**src/rtl/uart_rx_pkg.sv**
```systemverilog
package uart_rx_pkg;

   typedef enum logic [2:0] {
      PAR_NONE = 3'd0,
      PAR_ODD  = 3'd1,
      PAR_EVEN = 3'd2,
      PAR_ZERO = 3'd3,
      PAR_ONE  = 3'd4
   } par_mode_e;

   typedef enum logic [2:0] {
      ST_IDLE,
      ST_START,
      ST_DATA,
      ST_PAR,
      ST_STOP
   } rx_state_e;

   // Decide whether a parity bit is wrong, given the xor of the data bits.
   function automatic logic parity_bad(par_mode_e mode, logic data_xor, logic pbit);
      case (mode)
         PAR_ODD:  return ~(data_xor ^ pbit);
         PAR_EVEN: return data_xor ^ pbit;
         PAR_ZERO: return pbit;
         PAR_ONE:  return ~pbit;
         default:  return 1'b0;
      endcase
   endfunction

endpackage

```
**src/rtl/rx_line_sync.sv**
```systemverilog
module rx_line_sync #(
   parameter int STAGES = 2
) (
   input  logic clk,
   input  logic rst_n,
   input  logic d_i,
   output logic q_o,
   output logic fall_o
);
   logic [STAGES-1:0] chain_q;
   logic              last_q;

   if (STAGES < 2) begin : g_bad_stages
      $error("rx_line_sync: STAGES must be at least 2");
   end

   for (genvar i = 0; i < STAGES; i++) begin : g_stage
      if (i == 0) begin : g_first
         always_ff @(posedge clk or negedge rst_n)
            if (!rst_n) chain_q[0] <= 1'b1;
            else        chain_q[0] <= d_i;
      end else begin : g_next
         always_ff @(posedge clk or negedge rst_n)
            if (!rst_n) chain_q[i] <= 1'b1;
            else        chain_q[i] <= chain_q[i-1];
      end
   end

   always_ff @(posedge clk or negedge rst_n)
      if (!rst_n) last_q <= 1'b1;
      else        last_q <= chain_q[STAGES-1];

   assign q_o    = chain_q[STAGES-1];
   assign fall_o = last_q & ~chain_q[STAGES-1];

endmodule

```
**src/rtl/rx_bit_timer.sv**
```systemverilog
module rx_bit_timer #(
   parameter int CPB = 16
) (
   input  logic clk,
   input  logic rst_n,
   input  logic arm_i,
   input  logic run_i,
   output logic tick_o
);
   localparam int CW   = $clog2(CPB);
   localparam int HALF = CPB / 2;
   localparam logic [CW-1:0] HALF_LD = CW'(HALF - 1);
   localparam logic [CW-1:0] FULL_LD = CW'(CPB - 1);

   logic [CW-1:0] cnt_q;

   if (CPB < 4) begin : g_bad_cpb
      $error("rx_bit_timer: at least 4 clocks per bit are needed");
   end

   always_ff @(posedge clk or negedge rst_n)
      if (!rst_n)               cnt_q <= '0;
      else if (arm_i)           cnt_q <= HALF_LD;
      else if (run_i) begin
         if (cnt_q == '0)       cnt_q <= FULL_LD;
         else                   cnt_q <= cnt_q - 1'b1;
      end

   assign tick_o = run_i && (cnt_q == '0);


   cnt_bound_chk: assert property (@(posedge clk) disable iff (!rst_n)
      cnt_q <= FULL_LD);


   tick_spacing_chk: assert property (@(posedge clk) disable iff (!rst_n)
      (tick_o && !arm_i) |=> !tick_o);

endmodule

```
**src/rtl/rx_word_shift.sv**
```systemverilog
module rx_word_shift #(
   parameter int DW = 9,
   parameter int LW = 4
) (
   input  logic          clk,
   input  logic          rst_n,
   input  logic          clr_i,
   input  logic          shift_i,
   input  logic          bit_i,
   input  logic          msb_first_i,
   input  logic [LW-1:0] len_i,
   output logic [DW-1:0] word_o
);
   logic [DW-1:0] word_q, lsb_nxt, msb_nxt;
   logic [LW-1:0] top_idx;

   assign top_idx = len_i - 1'b1;

   always_comb begin
      lsb_nxt          = word_q >> 1;
      lsb_nxt[top_idx] = bit_i;
      msb_nxt          = {word_q[DW-2:0], bit_i};
   end

   always_ff @(posedge clk or negedge rst_n)
      if (!rst_n)       word_q <= '0;
      else if (clr_i)   word_q <= '0;
      else if (shift_i) word_q <= msb_first_i ? msb_nxt : lsb_nxt;

   assign word_o = word_q;


   lsb_insert_chk: assert property (@(posedge clk) disable iff (!rst_n)
      (shift_i && !clr_i && !msb_first_i) |=> word_q[$past(top_idx)] == $past(bit_i));


   msb_insert_chk: assert property (@(posedge clk) disable iff (!rst_n)
      (shift_i && !clr_i && msb_first_i) |=> word_q[0] == $past(bit_i));

endmodule

```
**src/rtl/uart_frame_rx.sv**
```systemverilog
module uart_frame_rx
   import uart_rx_pkg::*;
#(
   parameter int CLK_HZ      = 100_000_000,
   parameter int BAUD        = 115_200,
   parameter int MAX_LEN     = 9,
   parameter int SYNC_STAGES = 2,
   parameter int LEN_W       = $clog2(MAX_LEN + 1)
) (
   input  logic               clk,
   input  logic               rst_n,
   input  logic               line_i,
   input  logic [LEN_W-1:0]   len_i,
   input  logic [2:0]         par_i,
   input  logic               msb_first_i,
   output logic               valid_o,
   output logic [MAX_LEN-1:0] word_o,
   output logic               start_err_o,
   output logic               parity_err_o,
   output logic               stop_err_o
);
   localparam int CPB     = CLK_HZ / BAUD;
   localparam int MIN_LEN = 5;
   localparam logic [LEN_W-1:0] LEN_LO = LEN_W'(MIN_LEN);
   localparam logic [LEN_W-1:0] LEN_HI = LEN_W'(MAX_LEN);

   if (MAX_LEN < MIN_LEN) begin : g_bad_len
      $error("uart_frame_rx: MAX_LEN must be at least 5");
   end

   rx_state_e        state_q;
   logic             line_s, fall, tick, arm, run;
   logic [LEN_W-1:0] len_q, bitcnt_q, len_clamp;
   par_mode_e        par_q, par_in;
   logic             msb_q, xor_q, serr_q, perr_q;
   logic [MAX_LEN-1:0] shift_word;

   always_comb begin
      if (len_i < LEN_LO)      len_clamp = LEN_LO;
      else if (len_i > LEN_HI) len_clamp = LEN_HI;
      else                     len_clamp = len_i;
      par_in = (par_i > 3'd4) ? PAR_NONE : par_mode_e'(par_i);
   end

   assign arm = (state_q == ST_IDLE) && fall;
   assign run = (state_q != ST_IDLE);

   rx_line_sync #(.STAGES(SYNC_STAGES)) u_sync (
      .clk(clk), .rst_n(rst_n), .d_i(line_i), .q_o(line_s), .fall_o(fall));

   rx_bit_timer #(.CPB(CPB)) u_timer (
      .clk(clk), .rst_n(rst_n), .arm_i(arm), .run_i(run), .tick_o(tick));

   rx_word_shift #(.DW(MAX_LEN), .LW(LEN_W)) u_shift (
      .clk(clk), .rst_n(rst_n), .clr_i(arm),
      .shift_i(tick && state_q == ST_DATA), .bit_i(line_s),
      .msb_first_i(msb_q), .len_i(len_q), .word_o(shift_word));

   always_ff @(posedge clk or negedge rst_n)
      if (!rst_n) begin
         state_q      <= ST_IDLE;
         len_q        <= LEN_HI;
         par_q        <= PAR_NONE;
         msb_q        <= 1'b0;
         bitcnt_q     <= '0;
         xor_q        <= 1'b0;
         serr_q       <= 1'b0;
         perr_q       <= 1'b0;
         valid_o      <= 1'b0;
         word_o       <= '0;
         start_err_o  <= 1'b0;
         parity_err_o <= 1'b0;
         stop_err_o   <= 1'b0;
      end else begin
         valid_o      <= 1'b0;
         start_err_o  <= 1'b0;
         parity_err_o <= 1'b0;
         stop_err_o   <= 1'b0;
         case (state_q)
            ST_IDLE: if (fall) begin
               len_q    <= len_clamp;
               par_q    <= par_in;
               msb_q    <= msb_first_i;
               bitcnt_q <= '0;
               xor_q    <= 1'b0;
               serr_q   <= 1'b0;
               perr_q   <= 1'b0;
               state_q  <= ST_START;
            end
            ST_START: if (tick) begin
               serr_q  <= line_s;
               state_q <= ST_DATA;
            end
            ST_DATA: if (tick) begin
               xor_q <= xor_q ^ line_s;
               if (bitcnt_q == len_q - 1'b1)
                  state_q <= (par_q == PAR_NONE) ? ST_STOP : ST_PAR;
               else
                  bitcnt_q <= bitcnt_q + 1'b1;
            end
            ST_PAR: if (tick) begin
               perr_q  <= parity_bad(par_q, xor_q, line_s);
               state_q <= ST_STOP;
            end
            ST_STOP: if (tick) begin
               valid_o      <= 1'b1;
               word_o       <= shift_word;
               start_err_o  <= serr_q;
               parity_err_o <= perr_q;
               stop_err_o   <= ~line_s;
               state_q      <= ST_IDLE;
            end
            default: state_q <= ST_IDLE;
         endcase
      end


   pulse_one_cycle_chk: assert property (@(posedge clk) disable iff (!rst_n)
      valid_o |=> !valid_o);


   flags_with_valid_chk: assert property (@(posedge clk) disable iff (!rst_n)
      (start_err_o || parity_err_o || stop_err_o) |-> valid_o);


   idle_wait_chk: assert property (@(posedge clk) disable iff (!rst_n)
      (state_q == ST_IDLE && !fall) |=> state_q == ST_IDLE);


   cfg_hold_chk: assert property (@(posedge clk) disable iff (!rst_n)
      (state_q != ST_IDLE && $past(state_q) != ST_IDLE) |->
         ($stable(len_q) && $stable(par_q) && $stable(msb_q)));


   len_range_chk: assert property (@(posedge clk) disable iff (!rst_n)
      run |-> (len_q >= LEN_LO && len_q <= LEN_HI));


   skip_par_chk: assert property (@(posedge clk) disable iff (!rst_n)
      (state_q == ST_DATA && par_q == PAR_NONE) |=> state_q != ST_PAR);

endmodule

```
**config.mk**
```make
export PLATFORM = sky130hd
export DESIGN_NAME = uart_frame_rx
export DESIGN_NICKNAME = d
export VERILOG_FILES = /design/src/rtl/uart_rx_pkg.sv /design/src/rtl/rx_line_sync.sv /design/src/rtl/rx_bit_timer.sv /design/src/rtl/rx_word_shift.sv /design/src/rtl/uart_frame_rx.sv
export SDC_FILE = /design/constraint.sdc
export NUM_CORES = 1
export LEC_CHECK = 0
export BUFFER_PORTS_ARGS = -buffer_cell sky130_fd_sc_hd__buf_2
export CAP_MARGIN = 25
export CORE_MARGIN = 4
export CORE_UTILIZATION = 50
export CTS_CLUSTER_DIAMETER = 120
export CTS_CLUSTER_SIZE = 24
export DETAILED_ROUTE_END_ITERATION = 8
export HOLD_SLACK_MARGIN = 0.02
export PLACE_DENSITY = 0.78
export SLEW_MARGIN = 0
export SYNTH_ARGS = -nofsm -noshare
export SYNTH_HDL_FRONTEND = slang
export SYNTH_SLANG_ARGS = --single-unit
```
**constraint.sdc**
```tcl
create_clock -name clk -period 4.3 [get_ports clk]
set_input_delay 0.86 -clock clk [delete_from_list [all_inputs] [get_ports clk]]
set_output_delay 0.86 -clock clk [all_outputs]
set_load 0.01 [all_outputs]
```
Word level (Yosys, flattened, before mapping):

Index checks and enable logic that the tools add are counted.

* output and inout port bits: 13
* logic and storage cells: 106
* bits of input ports: 11
* register bits after elaboration: 53

* add/subtract/negate cells: 3
* eq/ne operators: 16
* multiplexer cells: 40
* bitwise logic cells: 4
* $lt $le $gt $ge: 5
* reduce and logical (&&, ||, !) cells: 20

Operators by type and width (count)
* $mux 10: 3
* $mux 9: 3
* $mux 3: 8
* $mux 4: 5
* $pmux 3 s5: 1
* $mux 1: 13
* $eq 3x2->1 const B: 4
* $ne 2x2->1 const B: 6
* $logic_not 10->1: 1
* $reduce_bool 2->1: 5
* $sub 10x1->10 const B: 1
* $bwmux 9: 1
* $reduce_and 3->1: 3
* $pmux 4 s2: 1
* $eq 3x1->1 const B: 2
* $eq 3x3->1 const B: 2
* $logic_not 3->1: 2
* $pmux 1 s2: 3
* $reduce_and 6->1: 1
* $lt 4x5->1 const B: 1
* $add 4x1->4 const B: 1
* $demux 1 s4: 1
* $eq 4x4->1: 1
* $ge 4x1->1 const B: 1
* other kinds (13): 18

Depth between registers and ports, before layout:

* word-level depth: 9
* mapped depth: 9
* gate-level depth less buffers: 8

Cells and area by module:

Synthesis repeated with hierarchy kept, for this count alone.

* cells, all modules: 283
* area, all modules: 2875.3 um^2

Modules (own cells, without submodules)
* uart_frame_rx: instances 1, area each 1600.3 um^2, cells each 157
* rx_word_shift: instances 1, area each 605.6 um^2, cells each 60
* rx_bit_timer: instances 1, area each 576.8 um^2, cells each 62
* rx_line_sync: instances 1, area each 92.6 um^2, cells each 4

Least setup slack after synthesis:

No wires, ideal clock.

* path kind: flip-flop to flip-flop
* start point: reg len_q[0]
* end point: reg bitcnt_q[3]
* arrival time: 1.870 ns
* buffers on the path: 0
* period minus slack after synthesis: 1.947 ns
* stages on the path, launching flop included: 8
* data required time: 4.222 ns
* setup slack: 2.353 ns
* path through: dfstp_2 inv_1 ha_1 xor2_1 nand3_2 nor3_2 or4_1 a21oi_1

* cells in the longest elaborated chain, start to end: 4

Ends and longest elaborated chain
* start: declaration: RTL line uart_frame_rx.sv:33 `logic [LEN_W-1:0] len_q, bitcnt_q, len_clamp;`
* start signal: assignment: RTL line uart_frame_rx.sv:81 `len_q <= len_clamp;`
* $sub 4x1->4: RTL line uart_frame_rx.sv:96 `if (bitcnt_q == len_q - 1'b1)`
* $eq 4x4->1: RTL line uart_frame_rx.sv:96
* $ne 2x2->1 (no line)
* $reduce_and 4->1 (no line)
* end signal: assignment: RTL line uart_frame_rx.sv:99 `bitcnt_q <= bitcnt_q + 1'b1;`
* end: declaration: RTL line uart_frame_rx.sv:33

No other way between the ends.
A chain may end at the register's enable or synchronous reset.

Worst setup path in the final report:

* start point: reg u_timer.cnt_q[0]
* end point: reg parity_err_o

* cells in the longest elaborated chain, start to end: 4

Ends and longest elaborated chain
* start: declaration: RTL line rx_bit_timer.sv:15 `logic [CW-1:0] cnt_q;`
* start signal: assignment: RTL line rx_bit_timer.sv:26 `else cnt_q <= cnt_q - 1'b1;`
* $logic_not 10->1: RTL line rx_bit_timer.sv:29 `assign tick_o = run_i && (cnt_q == '0);`
* $logic_and 1x1->1: RTL line rx_bit_timer.sv:29
* $mux 1: RTL line uart_frame_rx.sv:105 `ST_STOP: if (tick) begin`
* $mux 1: RTL line uart_frame_rx.sv:79 `case (state_q)`
* end signal: assignment: RTL line uart_frame_rx.sv:109 `parity_err_o <= perr_q;`
* end: declaration: RTL line uart_frame_rx.sv:19 `output logic parity_err_o,`

No other way between the ends.

==> qor.yml <==
final_layout:
  final_nets: 343
  final_util_pct: 58.24
  area_growth_pct: 9.607
  antenna_cells: 0
  drive_above_1_share_pct: 14.46
  final_cells: 395
place:
  dp_cells: 387
  portBuffers: 23
  pre_cts_ws_ns: 2.001
  gp_congestion: 0.9436
  dp_hpwl_um: 4094
timing:
  slew_headroom_pct: 50.85
  slew_violations: 0
  finalCriticalPeriod_ns: 2.335
  worst_slew_pin_slew_ns: 0.7355
  min_period_over_period_pct: 54.29
  setup-tns-final_ns: 0
  setup_ws_ns: 1.965
  max_freq_mhz: 428.3
  finalSetupViolations: 0
  rsz0062_at_grt: "false"
  finClkSkew_ns: 0.01504
  hold_viol: 0
drt:
  dr.max_layer_used: "met4"
  vias_per_cell: 5.878
  drtIter0Drc: 260
  drcViolationCount: 0
  route.met3.wl_um: 327
  wl_met2_um: 2662
  vias: 2322
  first_pass_iters: 5
  post_drt_wl_per_cell_um: 14.81
  wl_met1_um: 2789
  totalWireLength_um: 5848
  ant_nets: 0
power_and_ir_drop:
  p_comb_share_pct: 28.7
  clockPowerShare_pct: 20.7
  pwr-share-seq_pct: 50.7
  switching_power_mw: 0.5375
  power_leakage_nw: 1.487
  powerDensity_mw_per_mm2: 466.7
  ir_worst_vdd_mv: 0.2367
  intPower_mw: 0.8950
  switching_share_pct: 37.52
synthesis:
  netlist-cell-type-count: 50
  syn_area_mm2: 0.002800
  synth_top_area_share_pct: 42.90
  ys_warn_count: 0
  netlist_top_cells_count: "nand2_1, dfrtp_1, o21ai_0"
  yosys.area.top_type: "dfrtp_1"
  syn_avg_cell_area_um2: 9.272
  synth_edf_count: 0
  synth_nets: 321
  ys_seq_area_share_pct: 47.59
  yosys_most_used_dff: "dfrtp_1"
  netlist_top_cells_area: "dfrtp_1, nand2_1, o21ai_0"
  yosysMostFrequentCell: "nand2_1"
  synthCells: 302
  synth_seq_cells: 53
  synthArstFlopShare_pct: 100.0
worst_setup_path:
  cp_max_fo: 13
  crit_path_start_kind: "flip-flop"
  required_ns: 4.55
  timing.setup.critical_path_class: "flip-flop to flip-flop"
  worst_setup_path_end_kind: "flip-flop"
  worstPathArrival_ns: 2.59
grt:
  overflow: 0
  grt_max_degree: 39
  grt_pass1_wl_um: 9818
  grt_antenna_before_repair: 0
  grt_pass1_vias: 2097
  grt_use_total_pct: 17.15
clocking:
  cts_setup_buffers: 0
  cts_made_buffers: 5
  cts_buffer_depth: 2
  insertion_delay_ns: 0.32
  htreeDepth: 2
  cts.repair.resized: 0
  clock-sinks: 53
  cts_tree: "built"
  clkSlewWorstSetupHoldPaths_ns: 0.09
  cts_hold_buf: 0
  cts_root_buf: "clkbuf_8"
die:
  start_util_pct: 53.13
  coreArea_mm2: 0.005270
  rows: 26
  boundaryPins: 24
  fp.dieH_um: 82.84
  dieWidth_um: 82.84
  die_area_mm2: 0.006862
worst_hold_path:
  hp-class: "flip-flop to flip-flop"
status:
  status: "finished, final reports clean"
run:
  max-cap-violations: 0
-- stage by stage --
stage / area, µm² / hold slack (ns) / power [mW]
floorplan: 2800 / 0.3452 / 1.031
global placement: 2974 / 0.3468 / 1.124
global route: 3069 / 0.3649 / 1.532
CTS: 3069 / 0.3614 / 1.436
finish: 3069 / 0.3596 / 1.432
detailed placement: 2974 / 0.3472 / 1.141
-- cell usage in the layout (no fill, tap or decap), drive strengths merged, types with 3 or more instances in the layout --
master	Yosys	final
and3	9	9
dfrtp	48	48
mux2i	9	9
inv	11	12
nor3	6	6
nand3	9	9
nand4	3	3
or4	3	3
o31ai	3	3
buf	2	24
a31oi	14	14
nor3b	3	3
a21oi	15	15
or2	3	3
clkbuf	7	5
nor2b	3	3
ha	8	8
nand2	61	61
dfstp	5	5
o21ai	28	28
nor2	19	19
-- final timing paths --
check / endpoint / slack, ns / start / cells past startpoint
worst min-delay path: u_sync.q_o / 0.36 / u_sync.chain_q[0] / 0
worst max-delay path: parity_err_o / 1.97 / u_timer.cnt_q[0] / 7
max in group asynchronous: u_sync.last_q / 3.05 / rst_n / 2
worst min register to register: u_sync.q_o / 0.36 / u_sync.chain_q[0] / 0
worst max register to register: parity_err_o / 1.97 / u_timer.cnt_q[0] / 7
min in group asynchronous: u_shift.word_o[7] / 0.43 / rst_n / 1
-- cell families (layout without fill, tap and decap cells) --
| logic type | Yosys count | in the layout | synth area share, % |
|---|---|---|---|
| mux | 9 | 9 | 3.217 |
| xor+xnor | 5 | 5 | 2.056 |
| buf+inv | 20 | 43 | 2.771 |
| fa+ha+maj | 8 | 8 | 3.575 |
| flops | 53 | 53 | 47.59 |
| simple gates | 128 | 128 | 22.92 |
| compound gates | 79 | 79 | 17.87 |
-- state kept, by name, indices dropped and copies added, names as in the netlist, 3 cells and up --
| signal | cells |
|---|---|
| bitcnt_q | 4 |
| u_timer.cnt_q | 10 |
| state_q | 3 |
| len_q | 4 |
| u_shift.word_o | 9 |
| word_o | 9 |
| par_q | 3 |
-- critical path, cell delays in order, from the launching register on --
cell	delay (ns)
dfrtp_1	0.43
inv_1	0.12
ha_1	0.18
nor4b_4	0.29
and3_4	0.34
nand3_1	0.36
inv_1	0.38
and2_1	0.17
-- layer usage --
metal	up-vias	track usage, %
li1	1125	-
met1	1112	24.81
met2	76	26.31
met3	9	2.970
met4	0	5.349
met5	-	0
-- power groups by stage --
| stage | clock network, mW | logic, mW | registers (mW) |
|---|---|---|---|
| finish | 0.296 | 0.411 | 0.726 |
| floorplan | 0 | 0.340 | 0.691 |
| CTS | 0.302 | 0.410 | 0.724 |
| global route | 0.322 | 0.466 | 0.745 |
| global placement | 0 | 0.397 | 0.727 |
| detailed placement | 0 | 0.409 | 0.731 |
-- cell type report --
class | instances | area, µm²
clock buffer | 5 | 68.82
clock inverter | 3 | 26.28
fill | 466 | 2201
inverter | 11 | 41.29
multi-input combinational | 229 | 1390
sequential | 53 | 1333
tap | 70 | 87.58
timing repair buffer | 24 | 122.6
Note: power is estimated with default switching activity, not from simulation.
